[src/rtl/vsel_pkg.sv]
package vsel_pkg;
   typedef enum logic {
      BASE_RANDOM = 1'b0,
      BASE_ROUND  = 1'b1
   } base_src_e;

   function automatic logic [15:0] lfsr_step16(input logic [15:0] s, input logic [15:0] taps);
      return s[0] ? ({1'b0, s[15:1]} ^ taps) : {1'b0, s[15:1]};
   endfunction
endpackage

[src/rtl/vsel_lfsr.sv]
module vsel_lfsr #(
   parameter int          W    = 16,
   parameter logic [W-1:0] TAPS = 16'hB400,
   parameter logic [W-1:0] SEED = 16'hACE1
) (
   input  logic         clk,
   input  logic         rst_n,
   output logic [W-1:0] state
);
   initial begin
      if (SEED == '0) $error("vsel_lfsr: seed must be nonzero");
      if (W < 2)      $error("vsel_lfsr: width too small");
   end

   always_ff @(posedge clk or negedge rst_n) begin
      if (!rst_n) state <= SEED;
      else        state <= state[0] ? ({1'b0, state[W-1:1]} ^ TAPS) : {1'b0, state[W-1:1]};
   end
endmodule

[src/rtl/vsel_rr_count.sv]
module vsel_rr_count #(
   parameter int WAY_W = 2
) (
   input  logic             clk,
   input  logic             rst_n,
   input  logic             step,
   output logic [WAY_W-1:0] cnt
);
   always_ff @(posedge clk or negedge rst_n) begin
      if (!rst_n)    cnt <= '0;
      else if (step) cnt <= cnt + 1'b1;
   end
endmodule

[src/rtl/vsel_lane.sv]
module vsel_lane
   import vsel_pkg::*;
#(
   parameter int WAY_W    = 2,
   parameter int SET_W    = 5,
   parameter int LOCK_W   = 32,
   parameter int LOAD_BIT = 31,
   localparam int LINE_W  = SET_W + WAY_W
) (
   input  logic              clk,
   input  logic              rst_n,
   input  logic              rr_mode,
   input  logic [WAY_W-1:0]  rnd_way,
   input  logic              fill_req,
   input  logic [SET_W-1:0]  fill_set,
   input  logic              lock_we,
   input  logic [LOCK_W-1:0] lock_wdata,
   output logic [LOCK_W-1:0] lock_q,
   output logic              vld,
   output logic [WAY_W-1:0]  way,
   output logic [LINE_W-1:0] line
);
   base_src_e        src;
   logic [WAY_W-1:0] rr_cnt;
   logic [WAY_W-1:0] base_way;
   logic [WAY_W-1:0] min_way;
   logic [WAY_W-1:0] pick;
   logic             load_mode;

   assign src = rr_mode ? BASE_ROUND : BASE_RANDOM;

   vsel_rr_count #(.WAY_W(WAY_W)) u_cnt (
      .clk   (clk),
      .rst_n (rst_n),
      .step  (fill_req && (src == BASE_ROUND)),
      .cnt   (rr_cnt)
   );

   always_ff @(posedge clk or negedge rst_n) begin
      if (!rst_n)       lock_q <= '0;
      else if (lock_we) lock_q <= lock_wdata;
   end

   assign min_way   = lock_q[WAY_W-1:0];
   assign load_mode = lock_q[LOAD_BIT];

   always_comb begin
      base_way = (src == BASE_ROUND) ? rr_cnt : rnd_way;
      if (load_mode) pick = min_way;
      else           pick = base_way | min_way;
   end

   always_ff @(posedge clk or negedge rst_n) begin
      if (!rst_n) begin
         vld  <= 1'b0;
         way  <= '0;
         line <= '0;
      end else begin
         vld <= fill_req;
         if (fill_req) begin
            way  <= pick;
            line <= {fill_set, pick};
         end
      end
   end
endmodule

[src/rtl/victim_way_select.sv]
module victim_way_select #(
   parameter int          NCH        = 2,
   parameter int          WAYS       = 4,
   parameter int          SET_W      = 5,
   parameter int          LOCK_W     = 32,
   parameter int          LOAD_BIT   = 31,
   parameter bit          HAS_RANDOM = 1'b1,
   parameter logic [15:0] LFSR_TAPS  = 16'hB400,
   parameter logic [15:0] LFSR_SEED  = 16'hACE1,
   localparam int WAY_W  = $clog2(WAYS),
   localparam int LINE_W = SET_W + WAY_W
) (
   input  logic                  clk,
   input  logic                  rst_n,
   input  logic                  rr_mode,
   input  logic [NCH-1:0]        fill_req,
   input  logic [NCH*SET_W-1:0]  fill_set,
   input  logic [NCH-1:0]        lock_we,
   input  logic [LOCK_W-1:0]     lock_wdata,
   output logic [NCH*LOCK_W-1:0] lock_rdata,
   output logic [NCH-1:0]        vict_valid,
   output logic [NCH*WAY_W-1:0]  vict_way,
   output logic [NCH*LINE_W-1:0] vict_line
);
   initial begin
      if (WAYS < 2 || (1 << WAY_W) != WAYS) $error("victim_way_select: WAYS must be a power of two >= 2");
      if (WAY_W > 16)                       $error("victim_way_select: way field wider than LFSR");
      if (LOAD_BIT >= LOCK_W || LOAD_BIT < WAY_W) $error("victim_way_select: bad load bit position");
      if (NCH < 1 || SET_W < 1)             $error("victim_way_select: bad channel or set width");
   end

   logic [WAY_W-1:0] rnd_way;

   generate
      if (HAS_RANDOM) begin : g_rnd
         logic [15:0] lfsr_q;
         vsel_lfsr #(.W(16), .TAPS(LFSR_TAPS), .SEED(LFSR_SEED)) u_lfsr (
            .clk   (clk),
            .rst_n (rst_n),
            .state (lfsr_q)
         );
         assign rnd_way = lfsr_q[WAY_W-1:0];
      end else begin : g_no_rnd
         assign rnd_way = '0;
      end
   endgenerate

   generate
      for (genvar c = 0; c < NCH; c++) begin : g_ch
         vsel_lane #(
            .WAY_W(WAY_W), .SET_W(SET_W), .LOCK_W(LOCK_W), .LOAD_BIT(LOAD_BIT)
         ) u_lane (
            .clk        (clk),
            .rst_n      (rst_n),
            .rr_mode    (rr_mode),
            .rnd_way    (rnd_way),
            .fill_req   (fill_req[c]),
            .fill_set   (fill_set[c*SET_W +: SET_W]),
            .lock_we    (lock_we[c]),
            .lock_wdata (lock_wdata),
            .lock_q     (lock_rdata[c*LOCK_W +: LOCK_W]),
            .vld        (vict_valid[c]),
            .way        (vict_way[c*WAY_W +: WAY_W]),
            .line       (vict_line[c*LINE_W +: LINE_W])
         );
      end
   endgenerate
endmodule

[config.mk]
export PLATFORM = sky130hd
export DESIGN_NAME = victim_way_select
export DESIGN_NICKNAME = d
export VERILOG_FILES = /design/src/rtl/vsel_pkg.sv /design/src/rtl/vsel_lfsr.sv /design/src/rtl/vsel_rr_count.sv /design/src/rtl/vsel_lane.sv /design/src/rtl/victim_way_select.sv
export SDC_FILE = /design/constraint.sdc
export NUM_CORES = 1
export LEC_CHECK = 0
export BUFFER_PORTS_ARGS = -buffer_cell sky130_fd_sc_hd__buf_2
export CELL_PAD_IN_SITES_DETAIL_PLACEMENT = 1
export CELL_PAD_IN_SITES_GLOBAL_PLACEMENT = 1
export CORE_MARGIN = 3
export CORE_UTILIZATION = 44
export DETAILED_ROUTE_END_ITERATION = 16
export HOLD_SLACK_MARGIN = 0.03
export PLACE_DENSITY = 0.89
export SLEW_MARGIN = 25
export SYNTH_ARGS = -nofsm -noshare
export SYNTH_HDL_FRONTEND = slang
export SYNTH_HIERARCHICAL = 1
export SYNTH_SLANG_ARGS = --single-unit
[constraint.sdc]
create_clock -name clk -period 2.6 [get_ports clk]
set_input_delay 0.13 -clock clk [delete_from_list [all_inputs] [get_ports clk]]
set_output_delay 0.13 -clock clk [all_outputs]
set_load 0.01 [all_outputs]
==> impl_metrics.json, run 1 <==
{
  "status": "finished clean",
  "htreeDepth": 3,
  "yosysWarnings": 6,
  "fmax_mhz": 917,
  "cp.arrival_ps": 960,
  "vias_per_cell": 4.75,
  "cts.sinks": 100,
  "clock_latency_ps": 350,
  "vias": 2382,
  "initial_utilization_pct": 46.6,
  "synthTopCellsByArea": "dfrtp_1, mux2_4, dfstp_2, mux2_2, buf_12",
  "avgRoutedWirePerCell_um": 18.3,
  "intPower_uw": 2550,
  "drtIter0Drc": 56,
  "fin_crit_ps": 1090,
  "grt_setup_unrepaired": "false",
  "finalSetupViolCount": 0,
  "end_kind": "output port",
  "cp_slowest_cell": "dfrtp_1",
  "grt_pass1_vias": 2825,
  "critPathBufInv": 1,
  "synth_top_family_by_area": "multiplexers",
  "first_pass_iters": 3,
  "leakage_uw": 0.00266,
  "place.gp.congestion": 0.707,
  "r2r-start": "g_rnd.u_lfsr/state[0]",
  "pwr_density_cell_nw_per_um2": 666,
  "place_area_um2": 4590,
  "synth-xor-area-share_pct": 1.55,
  "hp-class": "in2reg",
  "io_buffers": 132,
  "clockBufferDepth": 2,
  "dieHeight_um": 101,
  "grt_max_degree": 101,
  "post_synth_fa_ha_maj_area_fraction_pct": 0,
  "cts-root-buf": "clkbuf_8",
  "dieArea_um2": 10100,
  "crit_family": "flip-flops",
  "avgSynthCellArea_um2": 18.5,
  "hpwl_um": 5750,
  "reg2regPathDepth": 2,
  "nNetsFinal": 439,
  "top_layer": "met4",
  "yosysUniqueCellTypes": 15,
  "min_period_over_period_pct": 41.9,
  "cts_buffers": 9,
  "syn_nets": 262,
  "worstSetupPathType": "reg2out",
  "cpPeakStageDelay_ps": 450,
  "synth.area.mux_share_pct": 28.8,
  "crit_path_max_fanout": 3,
  "crit_required_ps": 2470,
  "tightest_slew_ps": 626,
  "cts.clk_slew.worst_paths_ps": 100,
  "postRouteAntennaNets": 0,
  "antenna_found_initial": 0,
  "post_cts_resized": 0,
  "drc": 0,
  "slew_headroom_pct": 58.3,
  "grt_pass1_wl_um": 15100,
  "drive_gt1_share_pct": 59.0,
  "wl_met2_um": 4960,
  "post_cts_buffers": 0,
  "wl_met3_um": 439,
  "skew_ps": 10.2,
  "fp-row-count": 33,
  "wl_met1_um": 3650,
  "n_fill_cell": 832,
  "synth-simple-area-share_pct": 0.824,
  "final_core_util_pct": 62.1,
  "syn2layout_area_growth_pct": 33.1,
  "core_um2": 8460,
  "crit_path_cell_trace": "buf_2",
  "ios": 133,
  "hold_ws_ps": 219,
  "synth_compound_area_share_pct": 0.507,
  "syn_area_um2": 3950,
  "die_w_um": 101,
  "p_sw_uw": 953,
  "ys_ff_latch": 100,
  "rr_endpoint": "g_ch[1].u_lane/way[0]",
  "maxSlewViolCount": 0,
  "final_cell_area_um2": 5250,
  "clock_power_share_pct": 29.1,
  "ys_seq_area_share_pct": 63.6,
  "gr-total-overflow": 0,
  "crit_path_start_kind": "flop",
  "cp-startpoint": "g_ch[1].u_lane/lock_q[1]",
  "yosysTopAreaCell": "dfrtp_1",
  "grt_usage_pct": 19.4,
  "pwr-share-comb_pct": 18.7,
  "switching_share_pct": 27.2,
  "worstSetupEndpoint": "lock_rdata[33]",
  "synth_cells": 213,
  "drv_cap": 0,
  "rrSetupSlack_ps": 1590,
  "cts_tree": "yes",
  "peakVddDrop_v": 0.000348,
  "synth_top_area_share_pct": 58.3,
  "drt-total-wl_um": 9150,
  "setup_tns_ps": 0,
  "finalHoldViolations": 0,
  "power_frac_seq_pct": 52.2,
  "cp.depth": 1
}
## cell usage after synthesis
cell	number
buf_4	4
and2_1	2
dfrtp_1	92
xor2_1	5
nand2_1	2
buf_2	2
o21ai_0	4
buf_12	6
mux2_2	14
xnor2_1	2
buf_6	2
mux2_4	60
nand2b_1	2
dfstp_2	8
mux2i_1	8
## power by group through the flow
stage / combinational, uW / sequential (uW) / clock (uW)
global route: 709 / 1850 / 1120
finish: 655 / 1830 / 1020
floorplan: 304 / 1900 / 0
CTS: 659 / 1830 / 1060
global placement: 579 / 1850 / 0
detailed placement: 607 / 1860 / 0
## area by class of cell
| cell class | count | area, um^2 | area share (%) |
|---|---|---|---|
| flip-flops and latches | 100 | 2510 | 47.8 |
| multi-input cells | 99 | 1250 | 23.8 |
| repair buffers | 180 | 1150 | 21.9 |
| well taps | 105 | 131 | 2.50 |
| clock buffers | 9 | 124 | 2.36 |
| clock inverters | 7 | 82.6 | 1.57 |
| diodes | 1 | 2.50 | 0.0476 |
## what timing repair did
action / 4_1_cts / 5_1_grt
hold endpoints to repair: 166 / 1
endpoints found under the setup margin: 0 / 0
hold buffers: 44 / 1
## logic make-up (layout without fill, tap and decap cells)
family	after synthesis	in the layout
flip-flops	100	100
multiplexers	82	82
buffers and inverters	14	196
XOR/XNOR	7	7
AND/OR/NAND/NOR	6	6
AO/OA/AOI/OAI	4	4
other	0	1
## cells in the final DEF (no fill, tap or decap), drive strengths merged
master / count
o21ai: 4
clkinvlp: 1
inv: 3
and2: 2
bufinv: 1
dlygate4sd3: 45
xor2: 5
dfstp: 8
nand2b: 2
xnor2: 2
dfrtp: 92
clkinv: 2
buf: 135
diode: 1
nand2: 2
mux2: 74
clkbuf: 9
mux2i: 8
## worst min-delay path, delay by kind of cell
kind,cells,cell delay (ps)
buf+inv,1,150
mux,1,150
compound gates,1,100
## stage by stage
step	setup WS, ps	total power (uW)	std cells
6_report	1510	3500	501
5_1_grt	1440	3680	500
4_1_cts	1460	3550	499
3_5_place_dp	1140	2460	439
3_3_place_gp	1190	2430	439
2_1_floorplan	1750	2210	213
## state kept, by name, indices dropped and copies added, names as in the netlist
| register | count |
|---|---|
| g_ch.u_lane/line | 12 |
| g_ch.u_lane/u_cnt/cnt | 4 |
| g_ch.u_lane/lock_q | 64 |
| g_ch.u_lane/vld | 2 |
| g_rnd.u_lfsr/state | 16 |
| g_ch.u_lane/way | 2 |
## metal layers
| metal | track usage [%] | vias up |
|---|---|---|
| met4 | 4.35 | 0 |
| met3 | 6.16 | 11 |
| met2 | 35.4 | 78 |
| met5 | 0 | - |
| met1 | 22.1 | 1210 |
| li1 | - | 1083 |
## how the worst min path moves through the flow
stage / cells past startpoint / slack [ps] / startpoint / end
2_1_floorplan: 0 / -170 / rst_n / g_ch[0].u_lane/line[1]
3_3_place_gp: 2 / 220 / rst_n / g_ch[0].u_lane/lock_q[7]
3_5_place_dp: 2 / 230 / rst_n / g_ch[0].u_lane/lock_q[7]
4_1_cts: 2 / 40 / lock_wdata[0] / g_ch[0].u_lane/lock_q[0]
5_1_grt: 3 / 190 / rr_mode / g_ch[0].u_lane/line[1]
6_report: 3 / 220 / rr_mode / g_ch[0].u_lane/line[1]
(Power assumes the default switching activity.)
==> run 2, diff against run 1 <==
--- a/config.mk
+++ b/config.mk
@@ -5,14 +5,15 @@
 export SDC_FILE = /design/constraint.sdc
 export NUM_CORES = 1
 export LEC_CHECK = 0
+export ABC_AREA = 1
 export BUFFER_PORTS_ARGS = -buffer_cell sky130_fd_sc_hd__buf_2
 export CELL_PAD_IN_SITES_DETAIL_PLACEMENT = 1
 export CELL_PAD_IN_SITES_GLOBAL_PLACEMENT = 1
 export CORE_MARGIN = 3
-export CORE_UTILIZATION = 44
+export CORE_UTILIZATION = 40
 export DETAILED_ROUTE_END_ITERATION = 16
 export HOLD_SLACK_MARGIN = 0.03
-export PLACE_DENSITY = 0.89
+export PLACE_DENSITY = 0.85
 export SLEW_MARGIN = 25
 export SYNTH_ARGS = -nofsm -noshare
 export SYNTH_HDL_FRONTEND = slang
==> constraint.sdc (replaced) <==
create_clock -name clk -period 1.1 [get_ports clk]
set_input_delay 0.055 -clock clk [delete_from_list [all_inputs] [get_ports clk]]
set_output_delay 0.055 -clock clk [all_outputs]
set_load 0.01 [all_outputs]
==> run 2 against run 1 <==
  * Via count rose by 16%
  * Largest cell class unchanged
  * Wire length is 13% higher
  * Clock skew down 0.59 ps
  * Non-clock buffer count rose by 4
  * Largest power group unchanged
==> impl_metrics.json, run 2 <==
{
  "worstSetupPathType": "reg2out",
  "yosysTopAreaCell": "dfrtp_1",
  "grt_usage_pct": 18.8,
  "post_cts_resized": 0,
  "hp-class": "in2reg",
  "antenna_found_initial": 0,
  "drv_cap": 0,
  "avgSynthCellArea_um2": 14.3,
  "grt_max_degree": 61,
  "status": "finished clean",
  "postRouteAntennaNets": 0,
  "syn2layout_area_growth_pct": 34.3,
  "synth_top_area_share_pct": 57.3,
  "synthTopCellsByCount": "dfrtp_1, nand2_1, mux2_4",
  "ff_latch_area_um2": 2510,
  "gr-total-overflow": 0,
  "fmax_mhz": 1000,
  "finalHoldViolations": 0,
  "drc": 0,
  "syn_area_um2": 4020,
  "ios": 133,
  "critPathBufInv": 1,
  "slew_headroom_pct": 65.4,
  "nNetsFinal": 511,
  "ys_seq_area_share_pct": 62.5,
  "clock_latency_ps": 350,
  "drt-total-wl_um": 10300,
  "cts.sinks": 100,
  "synth_edf_count": 0,
  "grt_pass1_wl_um": 16600,
  "grt_setup_unrepaired": "false",
  "min_period_over_period_pct": 90.7,
  "cts_buffers": 9,
  "drtIter0Drc": 83,
  "initial_utilization_pct": 42.3,
  "multi_input_comb_area_um2": 1230,
  "synth.most_common_cell": "dfrtp_1",
  "place.gp.congestion": 0.682,
  "avgRoutedWirePerCell_um": 17.4,
  "crit_path_max_fanout": 3,
  "first_pass_iters": 4,
  "hpwl_um": 6490,
  "regMostFlops": "g_ch.u_lane/lock_q",
  "leakage_uw": 0.00281,
  "maxSlewViolCount": 0,
  "ys.flop_type": "dfrtp_1",
  "crit_family": "flip-flops",
  "fin_crit_ps": 998,
  "post_cts_buffers": 0,
  "cp_slowest_cell": "dfrtp_1",
  "cts_tree": "yes",
  "largest_reg_flops": 64,
  "layout_common_cells": "buf_2, dfrtp_1, nand2_1",
  "dieHeight_um": 106,
  "final_common_cell": "buf_2",
  "io_buffers": 132,
  "finalSetupViolCount": 0,
  "cp.arrival_ps": 940,
  "pwr_density_cell_nw_per_um2": 1480,
  "end_kind": "output port",
  "n_fill_cell": 1009,
  "cts-root-buf": "clkbuf_8",
  "peakVddDrop_v": 0.000610,
  "fp-row-count": 35,
  "cts.clk_slew.worst_paths_ps": 100,
  "drive_gt1_share_pct": 48.2,
  "grt_pass1_vias": 3162,
  "skew_ps": 9.60,
  "synthArstFlopShare_pct": 100,
  "tightest_slew_ps": 518,
  "dieArea_um2": 11300,
  "syn_nets": 330,
  "synth_cells": 281,
  "crit_path_start_kind": "flop",
  "ys_ff_latch": 100,
  "final_core_util_pct": 56.8,
  "crit_required_ps": 1040,
  "die_w_um": 106,
  "vias": 2774,
  "cpPeakStageDelay_ps": 440,
  "synthTopCellsByArea": "dfrtp_1, mux2_4, nand2_1, dfstp_2, buf_12",
  "core_um2": 9500,
  "yosysUniqueCellTypes": 16,
  "yosysWarnings": 6,
  "clockBufferDepth": 2,
  "biggestRegsByFlops": "g_ch.u_lane/lock_q x64, g_rnd.u_lfsr/state x16, g_ch.u_lane/line x12",
  "htreeDepth": 3,
  "vias_per_cell": 4.65,
  "setup_tns_ps": 0,
  "antenna_cells": 0,
  "crit_path_cell_trace": "buf_2"
}
==> run 2: changes by cell type in the layout (fill, tap and decap cells not counted), moves of 5 or more <==
cell     before  now
nand2_1       2   57
xor2_1        5    0
inv_1         0   23
nor2_1        0   10
mux2i_1       8    0
mux2_2       14    6
nand3_1       0    6
==> run 2: power breakdown <==
| part | internal (uW) | leakage [uW] | switching, uW |
|---|---|---|---|
| combinational | 807 | 0.00154 | 716 |
| sequential | 4010 | 0.00118 | 229 |
| clock | 953 | 0.0000957 | 1250 |
| total | 5770 | 0.00281 | 2190 |
==> run 2: path summary, 6_finish.rpt <==
kind	startpoint	to	slack (ps)	cells past startpoint
setup / recovery	g_ch[1].u_lane/lock_q[1]	lock_rdata[33]	100	1
hold / removal	fill_req[0]	g_ch[0].u_lane/line[5]	20	3
setup reg to reg	g_rnd.u_lfsr/state[0]	g_ch[1].u_lane/way[0]	150	4
hold reg to reg	g_rnd.u_lfsr/state[7]	g_rnd.u_lfsr/state[6]	360	0
max in group asynchronous	rst_n	g_ch[1].u_lane/lock_q[21]	400	3
min in group asynchronous	rst_n	g_ch[0].u_lane/u_cnt/cnt[0]	230	3
==> run 2: kinds of logic after synthesis <==
| kind of cell | after synthesis | share of synthesized area (%) |
|---|---|---|
| AOI/OAI and AO/OA | 6 | 0.747 |
| muxes | 62 | 22.6 |
| and+or+nand+nor | 75 | 7.32 |
| buffers and inverters | 38 | 6.79 |
| DFF | 100 | 62.5 |
==> run 2: repair_timing <==
item,4_1_cts,5_1_grt
hold buffers,51,2
endpoints found under the setup margin,0,5
endpoints found under the hold margin,176,2
==> run 2: metrics by stage <==
stage               total power (uW)  setup WS [ps]  instances  hold WS [ps]  area (um^2)
floorplan                       5080            220        281          -241         4020
global placement                5610            184        532          74.9         4730
detailed placement              5690            157        532          80.0         4730
CTS                             8070           24.6        599          30.7         5420
global route                    8400           56.3        596          35.0         5390
finish                          7960            102        596          21.6         5390
==> run 2: metal layers <==
layer  routed length (um)  vias up  track usage [%]
li1                     -     1252                -
met3                  410       17             2.85
met2                 5610       88             35.0
met5                    0        -                0
met4                  155        0             6.57
met1                 4180     1417             21.8
==> run 2: area by class of cell <==
| type | count | share of cell area [%] |
|---|---|---|
| clock inverter | 5 | 0.650 |
| sequential | 100 | 46.6 |
| inverter | 24 | 1.67 |
| clock buffer | 11 | 2.81 |
| tap | 129 | 2.99 |
| timing repair buffer | 184 | 22.5 |
| multi-input combinational | 143 | 22.8 |
==> run 3, diff against run 2 <==
--- a/config.mk
+++ b/config.mk
@@ -14,6 +14,7 @@
 export DETAILED_ROUTE_END_ITERATION = 16
 export HOLD_SLACK_MARGIN = 0.03
 export PLACE_DENSITY = 0.85
+export RECOVER_POWER = 50
 export SLEW_MARGIN = 25
 export SYNTH_ARGS = -nofsm -noshare
 export SYNTH_HDL_FRONTEND = slang
==> run 3 against run 2 <==
  * Non-clock buffer count unchanged
  * Final cell count is the same
  * Clock-buffer cell count stayed put
  * Worst hold slack better by 58 ps
  * Clock skew is essentially flat
  * Maximum frequency is essentially flat
  * Design area fell by 3.5%
  * Power down 2.3%
  * Worst setup slack hardly changed
  * Sequential share of layout area is 1.7 points higher
  * Wire length is 1.3% lower
  * Critical endpoint unchanged
==> impl_metrics.json, run 3 (synthesized netlist as in run 2, its figures left out) <==
{
  "vias_per_cell": 4.64,
  "worst_hold_path.num_cells": 3,
  "ios": 133,
  "met2_usage_pct": 35.0,
  "avgRoutedWirePerCell_um": 17.1,
  "regMostFlops": "g_ch.u_lane/lock_q",
  "setup_tns_ps": 0,
  "post_cts_resized": 0,
  "multi_input_comb_area_um2": 1060,
  "skew_ps": 9.25,
  "layout_setup_ws_ps": 102,
  "hold_ws_ps": 80.0,
  "drtIter0Drc": 85,
  "n_fill_cell": 1024,
  "antenna_cells": 0,
  "drive_gt1_share_pct": 37.7,
  "final_core_util_pct": 54.7,
  "fp-row-count": 35,
  "grt_max_degree": 61,
  "dp_slack_ps": 157,
  "first_pass_iters": 4,
  "drt-total-wl_um": 10200,
  "min_period_over_period_pct": 90.8,
  "final_common_cell": "buf_2",
  "hp-class": "in2reg",
  "dieHeight_um": 106,
  "gr-total-overflow": 0,
  "grt_setup_unrepaired": "false",
  "antenna_found_initial": 0,
  "biggestRegsByFlops": "g_ch.u_lane/lock_q x64, g_rnd.u_lfsr/state x16, g_ch.u_lane/line x12",
  "cts.clk_slew.worst_paths_ps": 100,
  "drv_cap": 0,
  "grt_pass1_wl_um": 16600,
  "initial_utilization_pct": 42.3,
  "place_area_um2": 4730,
  "cpPeakStageDelay_ps": 440,
  "cts_buffers": 9,
  "crit_path_start_kind": "flop",
  "hpwl_um": 6490,
  "crit_family": "flip-flops",
  "critPathBufInv": 1,
  "finalHoldViolations": 0,
  "fin_crit_ps": 998,
  "slew_headroom_pct": 50.7,
  "clockBufferDepth": 2,
  "place.gp.congestion": 0.682,
  "die_w_um": 106,
  "tightest_slew_ps": 739,
  "ff_latch_area_um2": 2510,
  "cp_slowest_cell": "dfrtp_1",
  "nNetsFinal": 511,
  "cts_tree": "yes",
  "htreeDepth": 3,
  "drc": 0,
  "cts-root-buf": "clkbuf_8",
  "status": "finished clean",
  "maxSlewViolCount": 0,
  "use_met3_pct": 2.85,
  "peakVddDrop_v": 0.000610,
  "leakage_uw": 0.00260,
  "clock_latency_ps": 350,
  "largest_reg_flops": 64,
  "pwr_density_cell_nw_per_um2": 1500,
  "layout_common_cells": "buf_2, dfrtp_1, nand2_1",
  "grt_use_met1_pct": 21.8,
  "cts.sinks": 100,
  "reg2regPathDepth": 4,
  "syn2layout_area_growth_pct": 29.5,
  "cp.arrival_ps": 940,
  "grt-busiest-layer": "met2",
  "crit_path_cell_trace": "buf_2",
  "postRouteAntennaNets": 0,
  "dieArea_um2": 11300,
  "cp.depth": 1,
  "io_buffers": 132,
  "end_kind": "output port",
  "fmax_mhz": 1000,
  "crit_required_ps": 1040,
  "final_cell_area_um2": 5200,
  "core_um2": 9500,
  "vias": 2764,
  "finalSetupViolCount": 0,
  "grt_usage_pct": 18.8,
  "crit_path_max_fanout": 3,
  "grt_pass1_vias": 3162,
  "worstSetupPathType": "reg2out"
}
## run 3: cell types whose count changed in the layout (fill, tap and decap cells not counted)
cell      change
buf_4         -1
buf_2         -2
clkbuf_1      +2
clkbuf_4      +2
mux2_1       +47
buf_12        -1
mux2_4       -47
## run 3: routing by layer
| metal | routed length [um] | share of wire [%] | up-vias |
|---|---|---|---|
| li1 | - | - | 1255 |
| met1 | 3990 | 39 | 1404 |
| met2 | 5640 | 55 | 87 |
| met3 | 414 | 4.1 | 18 |
| met4 | 167 | 1.6 | 0 |
| met5 | 0 | 0 | - |
## run 3: layout make-up
class	count	share of cell area, %
flip-flops and latches	100	48.3
well taps	129	3.10
clock buffers	11	2.91
repair buffers	184	23.0
multi-input cells	143	20.3
clock inverters	5	0.673
inverters	24	1.73
## run 3: worst paths after layout
| path | slack (ps) | endpoint | from |
|---|---|---|---|
| worst max-delay path | 100 | lock_rdata[33] | g_ch[1].u_lane/lock_q[1] |
| min in group asynchronous | 370 | g_ch[0].u_lane/vld | rst_n |
| worst max register to register | 150 | g_ch[1].u_lane/way[0] | g_rnd.u_lfsr/state[0] |
| max in group asynchronous | 190 | g_ch[0].u_lane/lock_q[7] | rst_n |
| worst min register to register | 360 | g_rnd.u_lfsr/state[6] | g_rnd.u_lfsr/state[7] |
| worst min-delay path | 80 | g_ch[1].u_lane/line[1] | fill_req[1] |
## run 3: report_power, final
part	internal (uW)	total, uW	switching [uW]
sequential	4010	4230	220
clock	953	2200	1250
combinational	653	1350	695
## run 3: what timing repair did
item | CTS | global route
hold endpoints to repair | 176 | 2
endpoints found under the setup margin | 0 | 5
setup buffers | 0 | 0
hold buffers | 51 | 2
## run 3: metrics by stage
step | std cells | total power [uW]
2_1_floorplan | 281 | 5080
3_3_place_gp | 532 | 5610
3_5_place_dp | 532 | 5690
4_1_cts | 599 | 8070
5_1_grt | 596 | 8220
6_report | 596 | 7780
